`src/rtl/eecmd_pkg.sv`:
```
`timescale 1ns/1ps
package eecmd_pkg;
    localparam int EE_ADDR_W = 13;
    localparam int EE_DATA_W = 8;
    localparam int REG_W     = 32;
    localparam int BUSY_POS  = 31;
    localparam int OP_HI_POS = 29;
    localparam int OP_LO_POS = 28;
    localparam int TMO_POS   = 17;
    localparam int CMD_OFS   = 0;
    localparam int DAT_OFS   = 4;
    localparam logic [1:0] OP_WRITE = 2'b11;

    typedef enum logic {
        ST_IDLE = 1'b0,
        ST_WAIT = 1'b1
    } ee_state_e;

    typedef struct packed {
        ee_state_e             state;
        logic                  tmo;
        logic [1:0]            op;
        logic [EE_ADDR_W-1:0]  addr;
        logic [EE_DATA_W-1:0]  data;
    } ee_ctl_s;
endpackage

```
`src/rtl/eecmd_timer.sv`:
```
`timescale 1ns/1ps
module eecmd_timer #(
    parameter int LIMIT = 64
) (
    input  logic clk,
    input  logic rst_n,
    input  logic run,
    output logic expired
);
    localparam int CW = $clog2(LIMIT + 1);

    logic [CW-1:0] cnt_d, cnt_q;

    always_comb begin
        cnt_d   = run ? cnt_q + CW'(1) : '0;
        expired = run && (cnt_q == CW'(LIMIT - 1));
    end

    always_ff @(posedge clk) begin
        if (!rst_n) cnt_q <= '0;
        else        cnt_q <= cnt_d;
    end
endmodule

```
`src/rtl/eecmd_core.sv`:
```
`timescale 1ns/1ps
module eecmd_core
    import eecmd_pkg::*;
(
    input  logic                 clk,
    input  logic                 rst_n,
    input  logic                 cmd_wr,
    input  logic                 dat_wr,
    input  logic [EE_ADDR_W-1:0] wr_addr,
    input  logic [1:0]           wr_op,
    input  logic                 wr_tmo_clr,
    input  logic                 wr_start,
    input  logic [EE_DATA_W-1:0] wr_byte,
    input  logic                 be_ack,
    input  logic [EE_DATA_W-1:0] be_rdata,
    input  logic                 expired,
    output ee_ctl_s              ctl_q
);
    ee_ctl_s ctl_d;

    always_comb begin
        ctl_d = ctl_q;
        unique case (ctl_q.state)
            ST_IDLE: begin
                if (cmd_wr) begin
                    ctl_d.addr = wr_addr;
                    ctl_d.op   = wr_op;
                    if (wr_tmo_clr) ctl_d.tmo = 1'b0;
                    if (wr_start) begin
                        ctl_d.state = ST_WAIT;
                        ctl_d.tmo   = 1'b0;
                    end
                end
                if (dat_wr) ctl_d.data = wr_byte;
            end
            ST_WAIT: begin
                if (be_ack) begin
                    ctl_d.state = ST_IDLE;
                    if (ctl_q.op != OP_WRITE) ctl_d.data = be_rdata;
                end else if (expired) begin
                    ctl_d.state = ST_IDLE;
                    ctl_d.tmo   = 1'b1;
                end
            end
            default: ctl_d.state = ST_IDLE;
        endcase
    end

    always_ff @(posedge clk) begin
        if (!rst_n) ctl_q <= '0;
        else        ctl_q <= ctl_d;
    end
endmodule

```
`src/rtl/eecmd_rdmux.sv`:
```
`timescale 1ns/1ps
module eecmd_rdmux
    import eecmd_pkg::*;
#(
    parameter int OFS_W = 3
) (
    input  ee_ctl_s          ctl,
    input  logic [OFS_W-1:0] ofs,
    output logic [REG_W-1:0] rdata
);
    always_comb begin
        rdata = '0;
        if (ofs == OFS_W'(CMD_OFS)) begin
            rdata[BUSY_POS]              = (ctl.state == ST_WAIT);
            rdata[OP_HI_POS:OP_LO_POS]   = ctl.op;
            rdata[TMO_POS]               = ctl.tmo;
            rdata[EE_ADDR_W-1:0]         = ctl.addr;
        end else if (ofs == OFS_W'(DAT_OFS)) begin
            rdata[EE_DATA_W-1:0]         = ctl.data;
        end
    end
endmodule

```
`src/rtl/eeprom_cmd_ctrl.sv`:
```
`timescale 1ns/1ps
module eeprom_cmd_ctrl
    import eecmd_pkg::*;
#(
    parameter int TMO_LIMIT = 64,
    parameter int OFS_W     = 3
) (
    input  logic                 clk,
    input  logic                 rst_n,
    input  logic                 reg_wr,
    input  logic [OFS_W-1:0]     reg_addr,
    input  logic [REG_W-1:0]     reg_wdata,
    output logic [REG_W-1:0]     reg_rdata,
    output logic                 be_req,
    output logic                 be_write,
    output logic [EE_ADDR_W-1:0] be_addr,
    output logic [EE_DATA_W-1:0] be_wdata,
    input  logic                 be_ack,
    input  logic [EE_DATA_W-1:0] be_rdata
);
    ee_ctl_s              ctl_q;
    logic                 expired;
    logic                 cmd_wr, dat_wr;
    logic                 tmo_q;
    logic [EE_DATA_W-1:0] data_q;

    assign cmd_wr = reg_wr && (reg_addr == OFS_W'(CMD_OFS));
    assign dat_wr = reg_wr && (reg_addr == OFS_W'(DAT_OFS));

    eecmd_core u_core (
        .clk        (clk),
        .rst_n      (rst_n),
        .cmd_wr     (cmd_wr),
        .dat_wr     (dat_wr),
        .wr_addr    (reg_wdata[EE_ADDR_W-1:0]),
        .wr_op      (reg_wdata[OP_HI_POS:OP_LO_POS]),
        .wr_tmo_clr (reg_wdata[TMO_POS]),
        .wr_start   (reg_wdata[BUSY_POS]),
        .wr_byte    (reg_wdata[EE_DATA_W-1:0]),
        .be_ack     (be_ack),
        .be_rdata   (be_rdata),
        .expired    (expired),
        .ctl_q      (ctl_q)
    );

    eecmd_timer #(.LIMIT(TMO_LIMIT)) u_timer (
        .clk     (clk),
        .rst_n   (rst_n),
        .run     (be_req),
        .expired (expired)
    );

    eecmd_rdmux #(.OFS_W(OFS_W)) u_rdmux (
        .ctl   (ctl_q),
        .ofs   (reg_addr),
        .rdata (reg_rdata)
    );

    assign be_req   = (ctl_q.state == ST_WAIT);
    assign be_write = (ctl_q.op == OP_WRITE);
    assign be_addr  = ctl_q.addr;
    assign be_wdata = ctl_q.data;
    assign tmo_q    = ctl_q.tmo;
    assign data_q   = ctl_q.data;
endmodule

```
`config.mk`:
```
export PLATFORM = sky130hd
export DESIGN_NAME = eeprom_cmd_ctrl
export DESIGN_NICKNAME = d
export VERILOG_FILES = /design/src/rtl/eecmd_pkg.sv /design/src/rtl/eecmd_timer.sv /design/src/rtl/eecmd_core.sv /design/src/rtl/eecmd_rdmux.sv /design/src/rtl/eeprom_cmd_ctrl.sv
export SDC_FILE = /design/constraint.sdc
export NUM_CORES = 1
export LEC_CHECK = 0
export ABC_CLOCK_PERIOD_IN_PS = 3650
export BUFFER_PORTS_ARGS = -buffer_cell sky130_fd_sc_hd__buf_2
export CAP_MARGIN = 40
export CORE_MARGIN = 5
export CORE_UTILIZATION = 45
export DETAILED_ROUTE_END_ITERATION = 16
export GPL_TIMING_DRIVEN = 0
export PLACE_DENSITY = 0.82
export SETUP_SLACK_MARGIN = 0.2
export SLEW_MARGIN = 25
export SYNTH_ARGS = -nofsm -noshare
export SYNTH_HDL_FRONTEND = slang
export SYNTH_HIERARCHICAL = 1
export SYNTH_SLANG_ARGS = --single-unit
```
`constraint.sdc`:
```
create_clock -name clk -period 3.65 [get_ports clk]
set_input_delay 0 -clock clk [delete_from_list [all_inputs] [get_ports clk]]
set_output_delay 0 -clock clk [all_outputs]
set_load 0.005 [all_outputs]
```
==> results.yml, run 1 <==
cts:
  path_clk_slew_ns: 0.06
  cts_made_buffers: 5
  cts_root_buf: "clkbuf_8"
  ctsHoldBuffers: 15
  htreeDepth: 2
  post_cts_buffers: 0
  cts.sinks: 32
  cts_resized: 0
  tritoncts: "built"
  clock_latency_ns: 0.27
  cts.path.max_buffers: 2
sta:
  fin_setup_tns_ns: 0
  clock.fmax_mhz: 697
  maxSlewViolCount: 0
  post-route-period-util_pct: 39.3
  skew_ns: 0.00437
  finalHoldViolations: 0
  finalSetupViolCount: 0
  fin_crit_ns: 1.43
  rsz0062_at_grt: "no"
worst_setup_path:
  max_stage_delay_ns: 0.37
  end_kind: "flip-flop"
  cp_cell_sequence: "ha_1 -> nand3_2 -> nor4_1 -> nand2_1 -> nor2_1 -> o211a_1"
  required_ns: 3.87
  crit_path_top_delay_cell: "dfxtp_1"
  path_class: "reg -> reg"
  r2r_cells: 6
  critPathLaunchType: "flip-flop"
  reg2reg_slack_ns: 2.22
  arrival_ns: 1.65
  cp_max_fo: 4
min_path:
  hold_path_class: "in -> reg"
  whs_path_depth: 3
synth:
  syn_avg_cell_area_um2: 8.63
  yosysTopAreaCellShare_pct: 37.1
  ys.flop_type: "dfxtp_1"
  async_reset_ff_share_pct: 0
  yosys_register_bits: 32
  synth_area_leaders: "dfxtp_1 (37%), nand2_1 (9.6%), mux2i_1 (9.3%)"
  ys_types: 34
  synth_warnings: 6
  yosys.area.top_type: "dfxtp_1"
  yosysSeqAreaShare_pct: 37.1
  synthCells: 200
  netlist_area_um2: 1730
  synth_edf_count: 0
power:
  pwr_density_cell_nw_per_um2: 301
  power_leakage_uw: 0.00120
  irDropWorstVdd_v: 0.000195
detailed_routing:
  dr.pass1.iters: 4
  detail-route-antenna-nets: 0
  detail_route.iter0.violations: 49
  vias: 1653
  drc: 0
  avgViaCountPerCell: 4.64
  routed_wl_mm: 4.64
  avgRoutedWirePerCell_um: 13.0
grt:
  overflow: 0
  grt_pass1_wl_mm: 7.53
  grt_max_degree: 11
  grt.total_usage_pct: 18.4
  antenna_found_initial: 0
  grt_pass1_vias: 1616
job:
  drv_cap: 0
finish:
  fill_cells: 330
  nNetsFinal: 355
  ff_latch_area_um2: 641
  layout_commonest_cell: "buf_2"
  syn2layout_area_growth_pct: 41.2
  final_cell_mix: "buf_2 (73), nand2_1 (44), dfxtp_1 (32), buf_4 (16), mux2i_1 (16)"
  design_area_um2: 2440
  multi_input_area_um2: 947
  layout-drive-gt1-share_pct: 35.1
  antennaDiodeCount: 0
placement:
  numPortBuffers: 71
  dpl-instance-area_um2: 2190
  dp_hpwl_mm: 3.37
  gp_congestion: 0.770
die:
  pin_count: 102
  rows: 22
  fp.dieW_um: 71.9
  core_area_um2: 3690
  die_height_um: 71.9
  start_util_pct: 46.8
  dieArea_um2: 5170
status:
  status: "completed"
[area by class of cell]
cell class / count / area share (%)
Timing Repair Buffer: 86 / 20.7
Inverter: 1 / 0.154
Sequential cell: 32 / 26.3
Multi-Input combinational cell: 156 / 38.9
Tap cell: 48 / 2.47
Clock buffer: 6 / 3.39
Clock inverter: 2 / 0.411
Buffer: 25 / 7.65
[critical path, delay by kind of cell (launching register included)]
kind            cells  cell delay [ns]
fa+ha+maj           1             0.21
simple gates        4             0.65
flops               1             0.37
compound gates      1             0.14
[sequential cells by signal (all words and copies together), names as in the netlist]
signal / flops
u_core/ctl_q: 25
u_timer/cnt_q: 7
[final timing paths]
check	start	to
worst min register to register	u_core/ctl_q[10]	u_core/ctl_q[10]
worst min-delay path	reg_wdata[31]	u_core/ctl_q[24]
worst max-delay path	u_timer/cnt_q[0]	u_core/ctl_q[23]
worst max register to register	u_timer/cnt_q[0]	u_core/ctl_q[23]
[metrics by stage]
step                setup slack, ns  hold WS, ns  power (µW)  utilization (%)  cells
floorplan                      2.39        0.135         418                -    214
finish                         2.22       0.0261         734             66.0    356
global route                   2.11       0.0463         770             66.0    356
CTS                            2.20      0.00625         740             66.0    356
global placement               2.23        0.242         453             59.5    333
detailed placement             2.22        0.251         454             59.5    333
[synthesized netlist by cell type, drive strengths merged, types with 3 or more instances]
cell / number
a21boi: 16
and2: 10
buf: 22
clkbuf: 3
dfxtp: 32
mux2i: 16
nand2: 44
nand2b: 8
nor2: 14
o211ai: 8
o21ai: 3
[routing by layer]
layer  vias up  global-route usage, %  routed length (µm)
met2        51                   33.8                2360
met4         0                   3.55                  31
met3         5                   5.26                 314
met1       750                   21.1                1930
li1        847                      -                   -
met5         -                      0                   0
[cells by family (layout without fill, tap and decap cells)]
logic type,count (synthesis),after routing,share of synthesized area [%]
XOR/XNOR,3,3,1.52
multiplexers,16,16,9.28
buffers and inverters,26,120,11.0
other,1,15,0.217
AND/OR/NAND/NOR,90,90,26.4
adder cells (fa/ha/maj),1,1,0.725
AO/OA/AOI/OAI,31,31,13.7
flip-flops,32,32,37.1
[power breakdown]
part / switching (µW) / total [µW] / internal (µW)
Clock: 124 / 274 / 150
Combinational: 44.1 / 100 / 56.4
Sequential: 4.77 / 360 / 355
Total: 172 / 734 / 562
Power figures use the tool's default switching activity.
==> run 2: changes to the inputs <==
--- a/config.mk
+++ b/config.mk
@@ -5,14 +5,14 @@
 export SDC_FILE = /design/constraint.sdc
 export NUM_CORES = 1
 export LEC_CHECK = 0
-export ABC_CLOCK_PERIOD_IN_PS = 3650
+export ABC_CLOCK_PERIOD_IN_PS = 1300
 export BUFFER_PORTS_ARGS = -buffer_cell sky130_fd_sc_hd__buf_2
 export CAP_MARGIN = 40
 export CORE_MARGIN = 5
-export CORE_UTILIZATION = 45
+export CORE_UTILIZATION = 39
 export DETAILED_ROUTE_END_ITERATION = 16
 export GPL_TIMING_DRIVEN = 0
-export PLACE_DENSITY = 0.82
+export PLACE_DENSITY = 0.76
 export SETUP_SLACK_MARGIN = 0.2
 export SLEW_MARGIN = 25
 export SYNTH_ARGS = -nofsm -noshare
==> constraint.sdc (replaced) <==
create_clock -name clk -period 1.3 [get_ports clk]
set_input_delay 0 -clock clk [delete_from_list [all_inputs] [get_ports clk]]
set_output_delay 0 -clock clk [all_outputs]
set_load 0.005 [all_outputs]
==> run 2 against run 1 <==
  * Highest routed layer unchanged
  * Routed wire length increased by 3.2%
  * Maximum frequency increased by 28%
  * Non-clock buffer count increased by 10
  * Critical path type unchanged
  * Global-route usage down 2.2 points
  * Count of clock-buffer cells in the layout is 1 higher
  * Sequential power rose to 2.8 times the previous value
  * Final cell count increased by 3.7%
==> results.yml, run 2 (same netlist as run 1, synthesis figures left out) <==
power:
  switching_power_uw: 468
  irDropWorstVdd_v: 0.000561
  power_leakage_uw: 0.00126
  combPwrFrac_pct: 14.0
  power_uw: 2100
  switching_share_pct: 22.2
  p_int_uw: 1640
  pwr_density_cell_nw_per_um2: 804
  pwr-share-seq_pct: 48.0
  clockPowerShare_pct: 38.1
placement:
  numPortBuffers: 71
  place_worst_setup_slack_ns: -0.102
  dp_hpwl_mm: 3.40
  placed_cells: 337
  gp_congestion: 0.716
grt:
  grt_pass1_wl_mm: 7.76
  antenna_found_initial: 0
  grt_pass1_vias: 1707
  grt.total_usage_pct: 16.1
  overflow: 0
  grt_max_degree: 11
die:
  rows: 24
  pin_count: 102
  fp.dieW_um: 76.5
  start_util_pct: 39.9
  core_area_um2: 4320
  die_height_um: 76.5
  dieArea_um2: 5850
detailed_routing:
  drc: 0
  vias: 1690
  detail-route-antenna-nets: 0
  avgRoutedWirePerCell_um: 13.0
  avgViaCountPerCell: 4.58
  dr.pass1.iters: 5
  detail_route.iter0.violations: 31
  routed_wl_mm: 4.79
sta:
  fin_crit_ns: 1.12
  maxSlewViolCount: 0
  clock.fmax_mhz: 894
  rsz0062_at_grt: "yes"
  skew_ns: 0.00380
  finalSetupViolCount: 0
  post-route-period-util_pct: 86.0
  finalHoldViolations: 0
  timing.final.ws_setup_ns: 0.182
cts:
  cts.sinks: 32
  cts.path.max_buffers: 2
  tritoncts: "built"
  cts_made_buffers: 5
  htreeDepth: 2
  path_clk_slew_ns: 0.06
  clock_latency_ns: 0.27
  cts_root_buf: "clkbuf_8"
worst_setup_path:
  cp_max_fo: 9
  arrival_ns: 1.34
  required_ns: 1.52
  critPathLaunchType: "flip-flop"
  timing.rr.end: "u_core/ctl_q[23]"
  path_class: "reg -> reg"
  regToRegStartpoint: "u_core/ctl_q[24]"
  reg2reg_slack_ns: 0.18
  end_kind: "flip-flop"
  r2r_cells: 5
finish:
  antennaDiodeCount: 0
  reg_top3: "u_core/ctl_q (25), u_timer/cnt_q (7)"
  largest_reg_flops: 25
  layout_commonest_cell: "buf_2"
  final_cell_mix: "buf_2 (71), nand2_1 (43), dfxtp_1 (25), buf_4 (24)"
  nNetsFinal: 365
  layout-drive-gt1-share_pct: 40.7
  largest-register: "u_core/ctl_q"
  utilization_pct: 60.5
  instances_no_fill: 369
  syn2layout_area_growth_pct: 51.6
job:
  drv_cap: 0
status:
  status: "completed"
min_path:
  hold_path_class: "in -> reg"
  whs_path_depth: 3
  hold_end: "u_core/ctl_q[23]"
  min_from: "reg_wdata[17]"
==> run 2: changes by cell type in the layout (fill, tap and decap cells not counted), sizes merged <==
cell,change
buf,+9
clkinv,-2
dlygate4sd3,+1
clkbuf,+1
==> run 2: worst max-delay path by stage <==
stage	from	endpoint	slack [ns]
after floorplan	u_timer/cnt_q[0]	u_timer/cnt_q[6]	0.20
after global placement	reg_addr[1]	u_core/ctl_q[14]	-0.08
after detailed placement	reg_addr[1]	u_core/ctl_q[8]	-0.10
after CTS	u_timer/cnt_q[0]	u_timer/cnt_q[5]	0.18
after global routing	u_core/ctl_q[24]	u_core/ctl_q[23]	0.09
final	u_core/ctl_q[24]	u_core/ctl_q[23]	0.18
==> run 2: worst max-delay path, stage by stage (launching register included) <==
cell	delay [ns]
dfxtp_4	0.40
inv_1	0.08
nor4_4	0.27
nand2_1	0.08
nor2_1	0.10
o211a_1	0.13
==> run 2: layer usage <==
metal,global-route usage [%],wire [µm],share of wire [%]
met5,0,0,0
met4,5.24,55,1.1
met3,4.14,292,6.1
met2,30.0,2530,53
met1,17.6,1910,40
==> run 2: timing repair <==
item,4_1_cts,5_1_grt
buffers inserted,7,2
endpoints found under the setup margin,21,22
pin swaps,3,4
hold buffers,15,1
gates resized for setup,8,9
endpoints found under the hold margin,15,1
==> run 2: area by class of cell <==
| cell class | instances | area [µm²] |
|---|---|---|
| Fill cell | 396 | 1710 |
| Clock buffer | 7 | 96.3 |
| Inverter | 1 | 3.75 |
| Multi-Input combinational cell | 156 | 1000 |
| Timing Repair Buffer | 96 | 599 |
| Sequential cell | 32 | 652 |
| Buffer | 25 | 195 |
| Tap cell | 52 | 65.1 |
==> run 2: metrics by stage <==
stage | TNS [ns] | instance area, µm² | hold WS (ns)
floorplan | 0 | 1800 | 0.135
global placement | -0.751 | 2220 | 0.243
detailed placement | -0.888 | 2220 | 0.252
CTS | 0 | 2560 | 0.00311
global route | 0 | 2620 | 0.0421
finish | 0 | 2620 | 0.0307
==> run 2: power groups by stage <==
stage	combinational, µW	sequential (µW)	clock, µW
3_5_place_dp	242	1030	0
3_3_place_gp	240	1030	0
2_1_floorplan	140	1030	0
4_1_cts	286	1010	823
6_report	294	1010	801
5_1_grt	324	1010	864
==> run 3: changes to the inputs <==
--- a/config.mk
+++ b/config.mk
@@ -8,6 +8,7 @@
 export ABC_CLOCK_PERIOD_IN_PS = 1300
 export BUFFER_PORTS_ARGS = -buffer_cell sky130_fd_sc_hd__buf_2
 export CAP_MARGIN = 40
+export CORE_ASPECT_RATIO = 1.25
 export CORE_MARGIN = 5
 export CORE_UTILIZATION = 39
 export DETAILED_ROUTE_END_ITERATION = 16
==> run 3 against run 2 <==
  * The run now ends with hold timing left
  * Maximum frequency shrank 7.6%
  * Critical path depth is the same
  * Final cell count grew 1.4%
  * Die area grew 0.14%
  * Via count grew 0.77%
  * Core utilization grew 0.62 points
==> results.yml, run 3 (same netlist as run 1, synthesis figures left out) <==
cts:
  cts_root_buf: "clkbuf_8"
  cts.sinks: 32
  tritoncts: "built"
  clock_latency_ns: 0.29
  path_clk_slew_ns: 0.07
  cts.path.max_buffers: 2
  htreeDepth: 2
  cts_made_buffers: 5
finish:
  fill_cells: 376
  layout_commonest_cell: "buf_2"
  largest-register: "u_core/ctl_q"
  largest_reg_flops: 25
  ff_latch_area_um2: 653
  reg_top3: "u_core/ctl_q (25), u_timer/cnt_q (7)"
  nNetsFinal: 363
  final_cell_mix: "buf_2 (71), nand2_1 (41), dfxtp_1 (26), buf_4 (20), mux2i_1 (16)"
  multi_input_area_um2: 1010
  syn2layout_area_growth_pct: 54.4
  design_area_um2: 2660
  antennaDiodeCount: 0
  layout-drive-gt1-share_pct: 41.1
detailed_routing:
  top_layer: "met4"
  routed_wl_mm: 5.05
  vias: 1703
  avgViaCountPerCell: 4.55
  wl_met3_um: 233
  detail_route.iter0.violations: 34
  drc: 0
  met2_length_mm: 2.84
  dr.pass1.iters: 4
  drt-met1-wl_mm: 1.86
  detail-route-antenna-nets: 0
  avgRoutedWirePerCell_um: 13.5
worst_setup_path:
  startpoint: "u_timer/cnt_q[0]"
  critPathLaunchType: "flip-flop"
  cp_top_family: "flip-flops"
  cp_cell_sequence: "ha_4 -> nand3_4 -> buf_4 -> o21ai_0 -> a21oi_2"
  path_class: "reg -> reg"
  reg2reg_slack_ns: 0.09
  timing.rr.end: "u_timer/cnt_q[6]"
  cp_max_fo: 3
  max_stage_delay_ns: 0.36
  required_ns: 1.47
  crit_path_top_delay_cell: "dfxtp_4"
  cp_num_cells: 5
  critPathBufInv: 1
  end_kind: "flip-flop"
  arrival_ns: 1.38
  r2r_cells: 5
  regToRegStartpoint: "u_timer/cnt_q[0]"
sta:
  skew_ns: 0.00436
  clock.fmax_mhz: 826
  post-route-period-util_pct: 93.1
  hold_ws_ns: -0.00569
  fin_crit_ns: 1.21
  maxSlewViolCount: 0
  finalHoldViolations: 1
  fin_setup_tns_ns: 0
  rsz0062_at_grt: "yes"
  finalSetupViolCount: 0
min_path:
  whs_path_depth: 3
  min_from: "reg_wdata[31]"
  hold_end: "u_core/ctl_q[24]"
  hold_path_class: "in -> reg"
placement:
  dpl-instance-area_um2: 2230
  dp_hpwl_mm: 3.53
  gp_congestion: 0.751
  numPortBuffers: 71
die:
  pin_count: 102
  die_height_um: 84.4
  dieArea_um2: 5860
  start_util_pct: 39.6
  core_area_um2: 4360
  rows: 27
  fp.dieW_um: 69.5
power:
  pwr_density_cell_nw_per_um2: 844
  power_leakage_uw: 0.00127
  irDropWorstVdd_v: 0.000558
grt:
  grt_pass1_wl_mm: 7.72
  grt_max_degree: 11
  overflow: 0
  grt_pass1_vias: 1733
  grt.total_usage_pct: 16.6
  antenna_found_initial: 0
job:
  drv_cap: 0
status:
  violations: "hold timing"
  status: "finished, violations left"
## run 3: changes by cell type in the layout (fill, tap and decap cells not counted), moves of 2 or more
cell      previous run  this run
nand2_2              1         3
nand2_1             43        41
a21boi_2             0         2
a21boi_1            11         9
clkbuf_8             7         5
dfxtp_2              6         4
buf_4               24        20
## run 3: tightest hold or removal path, stage by stage
cell      delay, ns
buf_2          0.11
nand3b_1       0.07
a21boi_1       0.06
## run 3: how the worst max path moves through the flow
stage / end
global placement: u_core/ctl_q[12]
finish: u_timer/cnt_q[6]
detailed placement: u_core/ctl_q[14]
CTS: u_timer/cnt_q[5]
floorplan: u_timer/cnt_q[6]
global route: u_core/ctl_q[23]
## run 3: cell type report
cell class	instances	area share, %
plain buffers	25	7.61
clock buffers	6	2.72
clock inverters	2	1.32
inverters	1	0.141
multi-input cells	156	38.0
flip-flops and latches	32	24.5
well taps	58	2.72
repair buffers	94	23.0
## run 3: power breakdown
part | internal, µW | leakage, µW | total, µW | switching (µW)
Clock | 568 | 0.0000552 | 941 | 372
Combinational | 174 | 0.000951 | 299 | 126
Sequential | 994 | 0.000262 | 1010 | 13.6
## run 3: through the flow
step | cells | total power (µW) | hold WS [ns] | setup WS (ns) | utilization [%]
2_1_floorplan | 214 | 1170 | 0.135 | 0.202 | -
3_3_place_gp | 343 | 1270 | 0.241 | -0.0752 | 51.1
3_5_place_dp | 343 | 1280 | 0.246 | -0.134 | 51.1
4_1_cts | 371 | 2250 | 0.0000475 | 0.172 | 58.9
5_1_grt | 374 | 2320 | 0.00457 | 0.0479 | 61.1
6_report | 374 | 2250 | -0.00569 | 0.0898 | 61.1
## run 3: what timing repair did
action,in CTS,in global routing
gates cloned,0,1
pin swaps,4,3
buffers inserted,5,2
setup endpoints to repair,21,24
endpoints found under the hold margin,15,0
resized for setup,7,16
hold buffers,15,0
## run 3: layer usage
metal,track usage (%),vias up
li1,-,865
met3,4.43,11
met5,0,-
met2,32.1,52
met1,16.0,775
met4,7.82,0
